**config.mk**
```make
export PLATFORM = sky130hd
export DESIGN_NAME = tta_move_net
export DESIGN_NICKNAME = d
export VERILOG_FILES = /design/src/rtl/tta_net_pkg.sv /design/src/rtl/tta_slot_decode.sv /design/src/rtl/tta_dst_arbiter.sv /design/src/rtl/tta_move_net.sv
export SDC_FILE = /design/constraint.sdc
export NUM_CORES = 1
export LEC_CHECK = 0
export ABC_AREA = 1
export BUFFER_PORTS_ARGS = -buffer_cell sky130_fd_sc_hd__buf_2
export CAP_MARGIN = 40
export CORE_MARGIN = 2
export CORE_UTILIZATION = 51
export CTS_CLUSTER_SIZE = 28
export DETAILED_ROUTE_END_ITERATION = 10
export HOLD_SLACK_MARGIN = 0.1
export PLACE_DENSITY = 0.82
export SETUP_SLACK_MARGIN = 0.3
export SLEW_MARGIN = 0
export SYNTH_ARGS = -nofsm -noshare
export SYNTH_HDL_FRONTEND = slang
export SYNTH_HIERARCHICAL = 1
export SYNTH_SLANG_ARGS = --single-unit
```
**constraint.sdc**
```tcl
create_clock -name clk -period 0.8 [get_ports clk]
set_input_delay 0.16 -clock clk [delete_from_list [all_inputs] [get_ports clk]]
set_output_delay 0.16 -clock clk [all_outputs]
set_load 0.03 [all_outputs]
```
**src/rtl/tta_net_pkg.sv**
```systemverilog
package tta_net_pkg;

    // Default geometry of the transport network
    localparam int unsigned TTA_NUM_BUS  = 3;
    localparam int unsigned TTA_NUM_SRC  = 4;
    localparam int unsigned TTA_NUM_DST  = 4;
    localparam int unsigned TTA_DATA_W   = 16;
    localparam int unsigned TTA_SRC_F_W  = 6;   // MSB: constant flag
    localparam int unsigned TTA_DST_F_W  = 3;   // code 0 = no-op

    // Default socket links, one bit per (bus, port), bus-major
    localparam logic [TTA_NUM_BUS*TTA_NUM_SRC-1:0] TTA_SRC_LINKS = 12'hC7F;
    localparam logic [TTA_NUM_BUS*TTA_NUM_DST-1:0] TTA_DST_LINKS = 12'hC7F;

endpackage

```
**src/rtl/tta_slot_decode.sv**
```systemverilog
module tta_slot_decode #(
    parameter int unsigned NUM_SRC = 4,
    parameter int unsigned NUM_DST = 4,
    parameter int unsigned DATA_W  = 16,
    parameter int unsigned SRC_F_W = 6,
    parameter int unsigned DST_F_W = 3,
    parameter logic [NUM_SRC-1:0] SRC_MASK = '1,
    parameter logic [NUM_DST-1:0] DST_MASK = '1,
    localparam int unsigned SLOT_W = SRC_F_W + DST_F_W,
    localparam int unsigned DIDX_W = (NUM_DST > 1) ? $clog2(NUM_DST) : 1
) (
    input  logic [SLOT_W-1:0]              slot_i,
    input  logic [NUM_SRC-1:0][DATA_W-1:0] src_i,
    output logic                           req_o,
    output logic [DIDX_W-1:0]              dst_o,
    output logic [DATA_W-1:0]              val_o,
    output logic                           err_o
);
    localparam int unsigned IMM_W = SRC_F_W - 1;

    logic [DST_F_W-1:0] dcode;
    logic [SRC_F_W-1:0] sfield;
    logic               active;
    logic               is_imm;
    logic               src_hit;
    logic               dst_hit;
    logic               legal;
    logic [DATA_W-1:0]  port_val;
    logic [DATA_W-1:0]  imm_val;
    logic [DIDX_W-1:0]  dst_sel;

    always_comb begin
        dcode  = slot_i[DST_F_W-1:0];
        sfield = slot_i[SLOT_W-1:DST_F_W];
        active = (dcode != '0);
        is_imm = sfield[IMM_W];

        // Source port lookup, gated by this bus's links
        src_hit  = 1'b0;
        port_val = '0;
        for (int s = 0; s < int'(NUM_SRC); s++) begin
            if (!is_imm && sfield[IMM_W-1:0] == IMM_W'(s) && SRC_MASK[s]) begin
                src_hit  = 1'b1;
                port_val = src_i[s];
            end
        end

        // Destination lookup, code k maps to port k-1
        dst_hit = 1'b0;
        dst_sel = '0;
        for (int d = 0; d < int'(NUM_DST); d++) begin
            if (dcode == DST_F_W'(d + 1) && DST_MASK[d]) begin
                dst_hit = 1'b1;
                dst_sel = DIDX_W'(d);
            end
        end

        imm_val = {{(DATA_W-IMM_W){sfield[IMM_W-1]}}, sfield[IMM_W-1:0]};
        legal   = active && (is_imm || src_hit) && dst_hit;

        req_o = legal;
        err_o = active && !legal;
        dst_o = dst_sel;
        val_o = legal ? (is_imm ? imm_val : port_val) : '0;
    end
endmodule

```
**src/rtl/tta_dst_arbiter.sv**
```systemverilog
module tta_dst_arbiter #(
    parameter int unsigned NUM_BUS = 3,
    parameter int unsigned NUM_DST = 4,
    parameter int unsigned DATA_W  = 16,
    localparam int unsigned DIDX_W = (NUM_DST > 1) ? $clog2(NUM_DST) : 1
) (
    input  logic [NUM_BUS-1:0]             req_i,
    input  logic [NUM_BUS-1:0][DIDX_W-1:0] dst_i,
    input  logic [NUM_BUS-1:0][DATA_W-1:0] val_i,
    output logic [NUM_DST-1:0]             we_o,
    output logic [NUM_DST-1:0][DATA_W-1:0] data_o,
    output logic [NUM_DST-1:0]             conflict_o
);
    for (genvar d = 0; d < NUM_DST; d++) begin : g_port
        always_comb begin
            we_o[d]       = 1'b0;
            data_o[d]     = '0;
            conflict_o[d] = 1'b0;
            // Lowest bus index takes the port; later hits only flag
            for (int b = 0; b < int'(NUM_BUS); b++) begin
                if (req_i[b] && dst_i[b] == DIDX_W'(d)) begin
                    if (!we_o[d]) begin
                        we_o[d]   = 1'b1;
                        data_o[d] = val_i[b];
                    end else begin
                        conflict_o[d] = 1'b1;
                    end
                end
            end
        end
    end
endmodule

```
**src/rtl/tta_move_net.sv**
```systemverilog
module tta_move_net
    import tta_net_pkg::*;
#(
    parameter int unsigned NUM_BUS = TTA_NUM_BUS,
    parameter int unsigned NUM_SRC = TTA_NUM_SRC,
    parameter int unsigned NUM_DST = TTA_NUM_DST,
    parameter int unsigned DATA_W  = TTA_DATA_W,
    parameter int unsigned SRC_F_W = TTA_SRC_F_W,
    parameter int unsigned DST_F_W = TTA_DST_F_W,
    parameter logic [NUM_BUS*NUM_SRC-1:0] SRC_LINKS = TTA_SRC_LINKS,
    parameter logic [NUM_BUS*NUM_DST-1:0] DST_LINKS = TTA_DST_LINKS
) (
    input  logic                               clk,
    input  logic                               rst_n,
    input  logic [NUM_BUS*(SRC_F_W+DST_F_W)-1:0] instr_i,
    input  logic [NUM_SRC*DATA_W-1:0]          src_data_i,
    output logic [NUM_BUS*DATA_W-1:0]          bus_data_o,
    output logic [NUM_DST-1:0]                 dst_we_o,
    output logic [NUM_DST*DATA_W-1:0]          dst_data_o,
    output logic [NUM_BUS-1:0]                 move_err_o,
    output logic [NUM_DST-1:0]                 dst_conflict_o
);
    localparam int unsigned SLOT_W = SRC_F_W + DST_F_W;
    localparam int unsigned IMM_W  = SRC_F_W - 1;
    localparam int unsigned DIDX_W = (NUM_DST > 1) ? $clog2(NUM_DST) : 1;

    typedef struct packed {
        logic [NUM_BUS-1:0][DATA_W-1:0] bus;
        logic [NUM_DST-1:0]             we;
        logic [NUM_DST-1:0][DATA_W-1:0] data;
        logic [NUM_BUS-1:0]             err;
        logic [NUM_DST-1:0]             conflict;
    } net_state_t;

    net_state_t st_d, st_q;

    logic [NUM_SRC-1:0][DATA_W-1:0] src_vec;
    logic [NUM_BUS-1:0]             req;
    logic [NUM_BUS-1:0][DIDX_W-1:0] dsel;
    logic [NUM_BUS-1:0][DATA_W-1:0] bval;
    logic [NUM_BUS-1:0]             berr;
    logic [NUM_DST-1:0]             pwe;
    logic [NUM_DST-1:0][DATA_W-1:0] pdata;
    logic [NUM_DST-1:0]             pconf;

    assign src_vec = src_data_i;

    // One decoder per bus, each with its own socket links
    for (genvar b = 0; b < NUM_BUS; b++) begin : g_bus
        tta_slot_decode #(
            .NUM_SRC (NUM_SRC),
            .NUM_DST (NUM_DST),
            .DATA_W  (DATA_W),
            .SRC_F_W (SRC_F_W),
            .DST_F_W (DST_F_W),
            .SRC_MASK(SRC_LINKS[b*NUM_SRC +: NUM_SRC]),
            .DST_MASK(DST_LINKS[b*NUM_DST +: NUM_DST])
        ) dec_i (
            .slot_i(instr_i[b*SLOT_W +: SLOT_W]),
            .src_i (src_vec),
            .req_o (req[b]),
            .dst_o (dsel[b]),
            .val_o (bval[b]),
            .err_o (berr[b])
        );
    end

    tta_dst_arbiter #(
        .NUM_BUS(NUM_BUS),
        .NUM_DST(NUM_DST),
        .DATA_W (DATA_W)
    ) arb_i (
        .req_i     (req),
        .dst_i     (dsel),
        .val_i     (bval),
        .we_o      (pwe),
        .data_o    (pdata),
        .conflict_o(pconf)
    );

    always_comb begin
        st_d          = st_q;
        st_d.bus      = bval;
        st_d.we       = pwe;
        st_d.data     = pdata;
        st_d.err      = berr;
        st_d.conflict = pconf;
    end

    // all state clears while reset is low
    always_ff @(posedge clk or negedge rst_n) begin
        if (!rst_n) begin
            st_q <= '0;
        end else begin
            st_q <= st_d;
        end
    end

    assign bus_data_o     = st_q.bus;
    assign dst_we_o       = st_q.we;
    assign dst_data_o     = st_q.data;
    assign move_err_o     = st_q.err;
    assign dst_conflict_o = st_q.conflict;

    for (genvar b = 0; b < NUM_BUS; b++) begin : g_bus_chk
        localparam int unsigned BASE = b * SLOT_W;

        AST_IDLE_SLOT_SILENT: assert property (@(posedge clk) disable iff (!rst_n)
            (instr_i[BASE +: DST_F_W] == '0)
            |=> (bus_data_o[b*DATA_W +: DATA_W] == '0 && !move_err_o[b]));

        AST_ERR_BUS_ZERO: assert property (@(posedge clk) disable iff (!rst_n)
            move_err_o[b] |-> (bus_data_o[b*DATA_W +: DATA_W] == '0));

        AST_IMM_SIGN_EXT: assert property (@(posedge clk) disable iff (!rst_n)
            (instr_i[BASE +: DST_F_W] != '0 && instr_i[BASE + SLOT_W - 1])
            |=> (move_err_o[b] ||
                 bus_data_o[b*DATA_W +: DATA_W] ==
                 {{(DATA_W-IMM_W){$past(instr_i[BASE + DST_F_W + IMM_W - 1])}},
                  $past(instr_i[BASE + DST_F_W +: IMM_W])}));
    end

    for (genvar d = 0; d < NUM_DST; d++) begin : g_dst_chk
        AST_CONFLICT_HAS_WRITE: assert property (@(posedge clk) disable iff (!rst_n)
            dst_conflict_o[d] |-> dst_we_o[d]);

        AST_IDLE_PORT_ZERO: assert property (@(posedge clk) disable iff (!rst_n)
            !dst_we_o[d] |-> (dst_data_o[d*DATA_W +: DATA_W] == '0));
    end

    AST_ERR_BLOCKS_ALL_WRITES: assert property (@(posedge clk) disable iff (!rst_n)
        (&move_err_o) |-> (dst_we_o == '0));

endmodule

```
==> run summary, run 1 <==
The synthesized design contains 0 enable-type register cells. The starting density of the core came out at approximately 53%. The height of the die is 124 um. Counting flops with an async set or reset pin after synthesis yields a share of between 90% and 100%. The last worst endpoint in the global-route repair_timing is dst_data_o[39]$_DFF_PN0_/D. When the netlist entered floorplanning its net count stood at 1,087. Sorting the synthesized cells by area gives the leading types as sky130_fd_sc_hd__dfrtp_1 (42%), sky130_fd_sc_hd__nand2_1 (12%), sky130_fd_sc_hd__nand4_1 (11%), sky130_fd_sc_hd__nand3_1 (9.9%), sky130_fd_sc_hd__inv_1 (6.1%).

The post-placement setup slack came out at -1.02 ns. Dividing the synthesized area by the synthesized cell count gives 7.42 um^2. The overall die width came out at about 120 um. The tool reported: "[ERROR DPL-0038] Utilization greater than 100%, impossible to legalize". The cell chosen for the clock root is sky130_fd_sc_hd__clkbuf_16. It got as far as 5_1_grt and failed there. The flip-flop and latch count after synthesis is 123. The number of I/O pins is approximately 220. The unique cell type count in the Yosys netlist is 28.

The type of pin the worst path ends at is a register data pin. Summed over all nets, the half-perimeter wirelength after detailed placement is 19.7 mm. The number of port buffers is 215. The placed cell count came out at approximately 1,500. Entering global routing, the biggest net connects between 40 and 50 pins. The biggest area contributor in the post-synthesis netlist is sky130_fd_sc_hd__dfrtp_1.

The run stopped with a tool error. The synthesized instance count is ~1,000. In the synthesized netlist the dominant register cell turns out to be sky130_fd_sc_hd__dfrtp_1. The number of sinks handled by clock tree synthesis is 123. The total number of yosys warnings came out at 6. The placer congestion estimate is 0.920. The area share of the largest cell type after synthesis is 41.7%. The share of synthesized area occupied by flip-flops and latches is 41.7%. The total number of H-tree levels came out at 4. The synthesized netlist occupies a cell area of 7380 um^2. After floorplanning, the core was divided into 43 placement rows. The number of buffers created by CTS is 17. The maximum clock path buffer count came out at 2.
==> repair_timing <==
action	CTS
endpoints found under the hold margin	124
pin swaps	62
endpoints found under the setup margin	246
resized for setup	469
setup buffers	38
gates cloned	12
==> per-stage QoR <==
step | cell area (um^2) | hold slack (ns)
after floorplan | 7990 | -0.136
after global placement | 10400 | 0.0196
after detailed placement | 10400 | 0.0206
after CTS | 13300 | -0.424
==> synth_stat cells (10+ instances only) <==
| library cell | instances |
|---|---|
| sky130_fd_sc_hd__a21oi_1 | 19 |
| sky130_fd_sc_hd__o21ai_0 | 11 |
| sky130_fd_sc_hd__nor2_1 | 76 |
| sky130_fd_sc_hd__nand3_1 | 146 |
| sky130_fd_sc_hd__o21bai_1 | 16 |
| sky130_fd_sc_hd__nor2_2 | 17 |
| sky130_fd_sc_hd__nor2_4 | 12 |
| sky130_fd_sc_hd__dfrtp_1 | 123 |
| sky130_fd_sc_hd__buf_2 | 26 |
| sky130_fd_sc_hd__clkbuf_1 | 12 |
| sky130_fd_sc_hd__nand4_1 | 126 |
| sky130_fd_sc_hd__buf_4 | 11 |
| sky130_fd_sc_hd__inv_1 | 119 |
| sky130_fd_sc_hd__nand2_1 | 237 |
| sky130_fd_sc_hd__buf_6 | 10 |
==> kinds of logic after synthesis <==
group	count (synthesis)	share of synthesized area, %
compound gates	50	4.24
buf+inv	191	11.8
flops	123	41.7
simple gates	630	42.2
==> run 2: changes to the inputs <==
- CORE_UTILIZATION: 51 -> 36
- CTS_CLUSTER_SIZE: 28 -> default
- HOLD_SLACK_MARGIN: 0.1 -> default
- PLACE_DENSITY: 0.82 -> default
- PLACE_DENSITY_LB_ADDON: default -> 0.15
- SETUP_SLACK_MARGIN: 0.3 -> default
==> run 2 against run 1 <==
Net effect: the flow now finishes, with violations (setup timing); synthesized cell count unchanged; synthesized area did not move.
==> run summary, run 2 <==
Entering global routing, the biggest net connects 42 pins. The final period demand of the worst path is 1.31 ns. The startpoint identified for the worst hold timing path is instr_i[11]. The layout has 1,629 filler cells. The first-pass GRT wire length came out at 44.2 mm. The post-layout net count is 1,495. The placer congestion estimate came out at 0.855 (-7.0%). The post-route worst setup slack is -0.505 ns. The overall die width came out at 147 um (+18%).

The final number of setup-violating endpoints came out at 245. After clock tree synthesis, the clock-pin slew on the worst setup and hold paths is 0.06 ns. The HPWL after detailed placement came out at 20.5 mm (+4.3%).

Based on the critical path, the design can be clocked at up to about 770 MHz. The checks that failed: setup timing. The count of antenna-violating nets left after detailed routing came out at 0. For this run, design rule violations remaining after detail routing come to 0. The number of buffers created by CTS is 17 (unchanged). The design internal power is 13.5 mW. The number of sinks handled by clock tree synthesis came out at 123 (unchanged). The average wire per cell in the routed design is 17.7 um.

Setup repair after global routing could not meet its margin everywhere. The count of routing violations after the opening detailed-route iteration is 874. The number of global-route vias before repair came out at between 8,000 and 9,000.

The sequential fraction of design power is 34.2%. In the final layout, the multi-input gates occupy approximately 4400 um^2. The maximum clock path buffer count is 2 (unchanged). The aggregate routed wire length came out at 29.9 mm. Tracing the worst setup path back leads to its startpoint at instr_i[5]. The peak supply drop came out at 1.28 mV. The clock network is responsible for between 40% and 50% of the overall power. The total number of H-tree levels came out at 4 (unchanged). The share of post-route cells with drive strength above 1 came out at 49.8%. The type of the setup path with the least slack is input pin to register. The arrival time at the worst endpoint is around 1.7 ns. In this run the worst path has a maximum fanout of 5. The number of enable flip-flop cells after synthesis came out at 0 (unchanged).

The design draws roughly 19 mW. The final number of hold-violating endpoints was 0. The total nets after synthesis is 1,087 (unchanged). Leaving out fill and tap cells, the most frequent cell in the layout is sky130_fd_sc_hd__buf_6. The area share of the largest cell type after synthesis is 41.7% (unchanged). The unique cell type count in the Yosys netlist was 28 (unchanged). The largest total area in the synthesized netlist belongs to sky130_fd_sc_hd__dfrtp_1. The number of port buffers came out at 215 (unchanged). The register with the most flip-flops in the layout has 64 of them. The floorplan step defined a die boundary enclosing between 20,000 and 25,000 um^2.

The number of standard cells in the final layout excluding fillers came out at 1,685. Along the worst hold path, the cell count comes to 3. The worst hold-check path type is input pin to register. The number of max-slew violations in the final report is 0.

The tree is rooted in a sky130_fd_sc_hd__clkbuf_16. Summing all flip-flop and latch instances after layout gives 3080 um^2. The total number of yosys warnings came out at 6 (unchanged). The placed cell count came out at 1,605 (+6.9%). The starting density of the core is 36.6% (-16 points).

The commonest cells after synthesis are sky130_fd_sc_hd__nand2_1 (237), sky130_fd_sc_hd__nand3_1 (146), sky130_fd_sc_hd__nand4_1 (126). Yosys instantiated no cell more often than sky130_fd_sc_hd__nand2_1. The total negative setup slack came out at -78.95 ns. The total vias in the final route came out at 8,684. The core region is slightly above 20,000 um^2.

The most used flip-flop cell after synthesis is sky130_fd_sc_hd__dfrtp_1. The flow ran to the end, but the final reports show violations. The height of the die came out at 147 um (+18%). In this run the power spent charging and discharging nets is approximately 5.4 mW. The mean post-synth cell area came out at 7.42 um^2 (unchanged). The kind of capture point of the worst setup path is a register. The end point of the worst hold path is move_err_o[1]$_DFF_PN0_. Measured against its own limit, the worst slew margin works out to between 70% and 80%. Using the TritonRoute via totals, the vias-per-cell ratio works out to 5.15.

The proportion of synthesized flip-flops having asynchronous set or reset came out at 100% (unchanged). The category of the worst setup path launch point is an input pin. The fraction of the core area covered by cells at the end of the flow is 67.1%. For this design the static power due to leakage is 6.94 nW. The number of antenna violations at the first check in global routing is 0. STA puts the critical path data required time at 1.16 ns. In this run the power density over the cells is 1390 nW/um^2. The total overflow left after global routing is 0. The post-placement setup slack came to -1.08 ns (-0.0654 ns). The number of I/O pins came out at 216 (unchanged). After routing the design area is between 10,000 and 15,000 um^2. The flip-flop and latch count after synthesis came to 123 (unchanged). The worst-case hold slack came out at roughly 0.038 ns.

The synthesized instance count is 994 (unchanged). TritonCTS built the clock tree. The post-synthesis instance area is 7380 um^2 (unchanged). The number of rows in the core area came to 52 (+21%). The number of antenna diodes in the final layout is 0. The share of power burned in combinational logic is 21.8%.

The switching part of the total power came out at 28.5%. The total global-route track usage came out at between 20 and 30%. In the finished design, the share of the clock period the worst path needs comes to 163%. The first detailed-routing pass ran for 7 iterations. The layout overhead on the synthesized area came out at 83.6%. Ranked by total cell area, the synthesized netlist is headed by sky130_fd_sc_hd__dfrtp_1 (42%), sky130_fd_sc_hd__nand2_1 (12%), sky130_fd_sc_hd__nand4_1 (11%), sky130_fd_sc_hd__nand3_1 (9.9%), sky130_fd_sc_hd__inv_1 (6.1%). Max-cap violations in this run came to 0. For the pin with the worst max-slew slack, the measured transition is 0.350 ns. The share of synthesized area occupied by flip-flops and latches came out at 41.7% (unchanged). The library cells used most frequently in the layout, excluding fill and tap cells, are sky130_fd_sc_hd__buf_6 (204), sky130_fd_sc_hd__nand2_1 (182), sky130_fd_sc_hd__nand4_1 (126).

The placement-stage cell area is 10,500 um^2 (+0.37%).
-- run 2: cell counts after synthesis --
No cell type changed its count.
-- run 2: what timing repair did --
action,in CTS,in global routing
gates resized for setup,203,431
pin swaps,99,94
endpoints found under the setup margin,244,244
hold buffers,1,1
setup buffers,29,28
endpoints found under the hold margin,123,1
cloned,3,8
-- run 2: layout make-up --
| cell class | instances | share of cell area [%] |
|---|---|---|
| multi-input cells | 681 | 32.3 |
| flip-flops and latches | 123 | 22.7 |
| clock buffers | 18 | 3.24 |
| inverters | 131 | 4.48 |
| well taps | 270 | 2.49 |
| repair buffers | 448 | 33.3 |
| clock inverters | 14 | 1.43 |
-- run 2: power groups by stage --
stage	clock (mW)	combinational, mW	sequential, mW
floorplan	0	1.26	6.83
global placement	0	3.14	6.53
detailed placement	0	3.16	6.53
CTS	8.37	3.56	6.42
global route	8.68	4.36	6.46
finish	8.29	4.12	6.45
-- run 2: how the worst max path moves through the flow --
stage	end	slack [ns]	cells past startpoint
after CTS	dst_data_o[0]$_DFF_PN0_	-0.41	14
after global placement	dst_data_o[33]$_DFF_PN0_	-1.07	13
after floorplan	dst_data_o[13]$_DFF_PN0_	-0.69	12
final	dst_data_o[41]$_DFF_PN0_	-0.51	12
after global routing	dst_data_o[9]$_DFF_PN0_	-0.58	12
after detailed placement	dst_data_o[33]$_DFF_PN0_	-1.08	13
-- run 2: kinds of logic after synthesis --
group                  count (synthesis)  share of synthesized area [%]
AOI/OAI and AO/OA                     50                           4.24
buffers and inverters                191                           11.8
DFF                                  123                           41.7
and+or+nand+nor                      630                           42.2
-- run 2: routing by layer --
layer | vias to the layer above | global-route usage (%) | wire length, um
li1 | 4111 | - | -
met1 | 4080 | 36.1 | 12200
met2 | 428 | 42.1 | 14800
met3 | 65 | 3.63 | 2240
met4 | 0 | 7.12 | 657
met5 | - | 0 | 0
-- run 2: worst max-delay path, stage by stage --
cell	delay, ns
sky130_fd_sc_hd__buf_8	0.10
sky130_fd_sc_hd__nor2_4	0.12
sky130_fd_sc_hd__buf_6	0.14
sky130_fd_sc_hd__nand4_4	0.17
sky130_fd_sc_hd__clkbuf_16	0.21
sky130_fd_sc_hd__nor2_1	0.10
sky130_fd_sc_hd__nor2_1	0.09
sky130_fd_sc_hd__a21oi_4	0.26
sky130_fd_sc_hd__nand4_1	0.13
sky130_fd_sc_hd__nand2_1	0.09
sky130_fd_sc_hd__inv_1	0.04
sky130_fd_sc_hd__nand2_1	0.05
(Power assumes the default switching activity.)
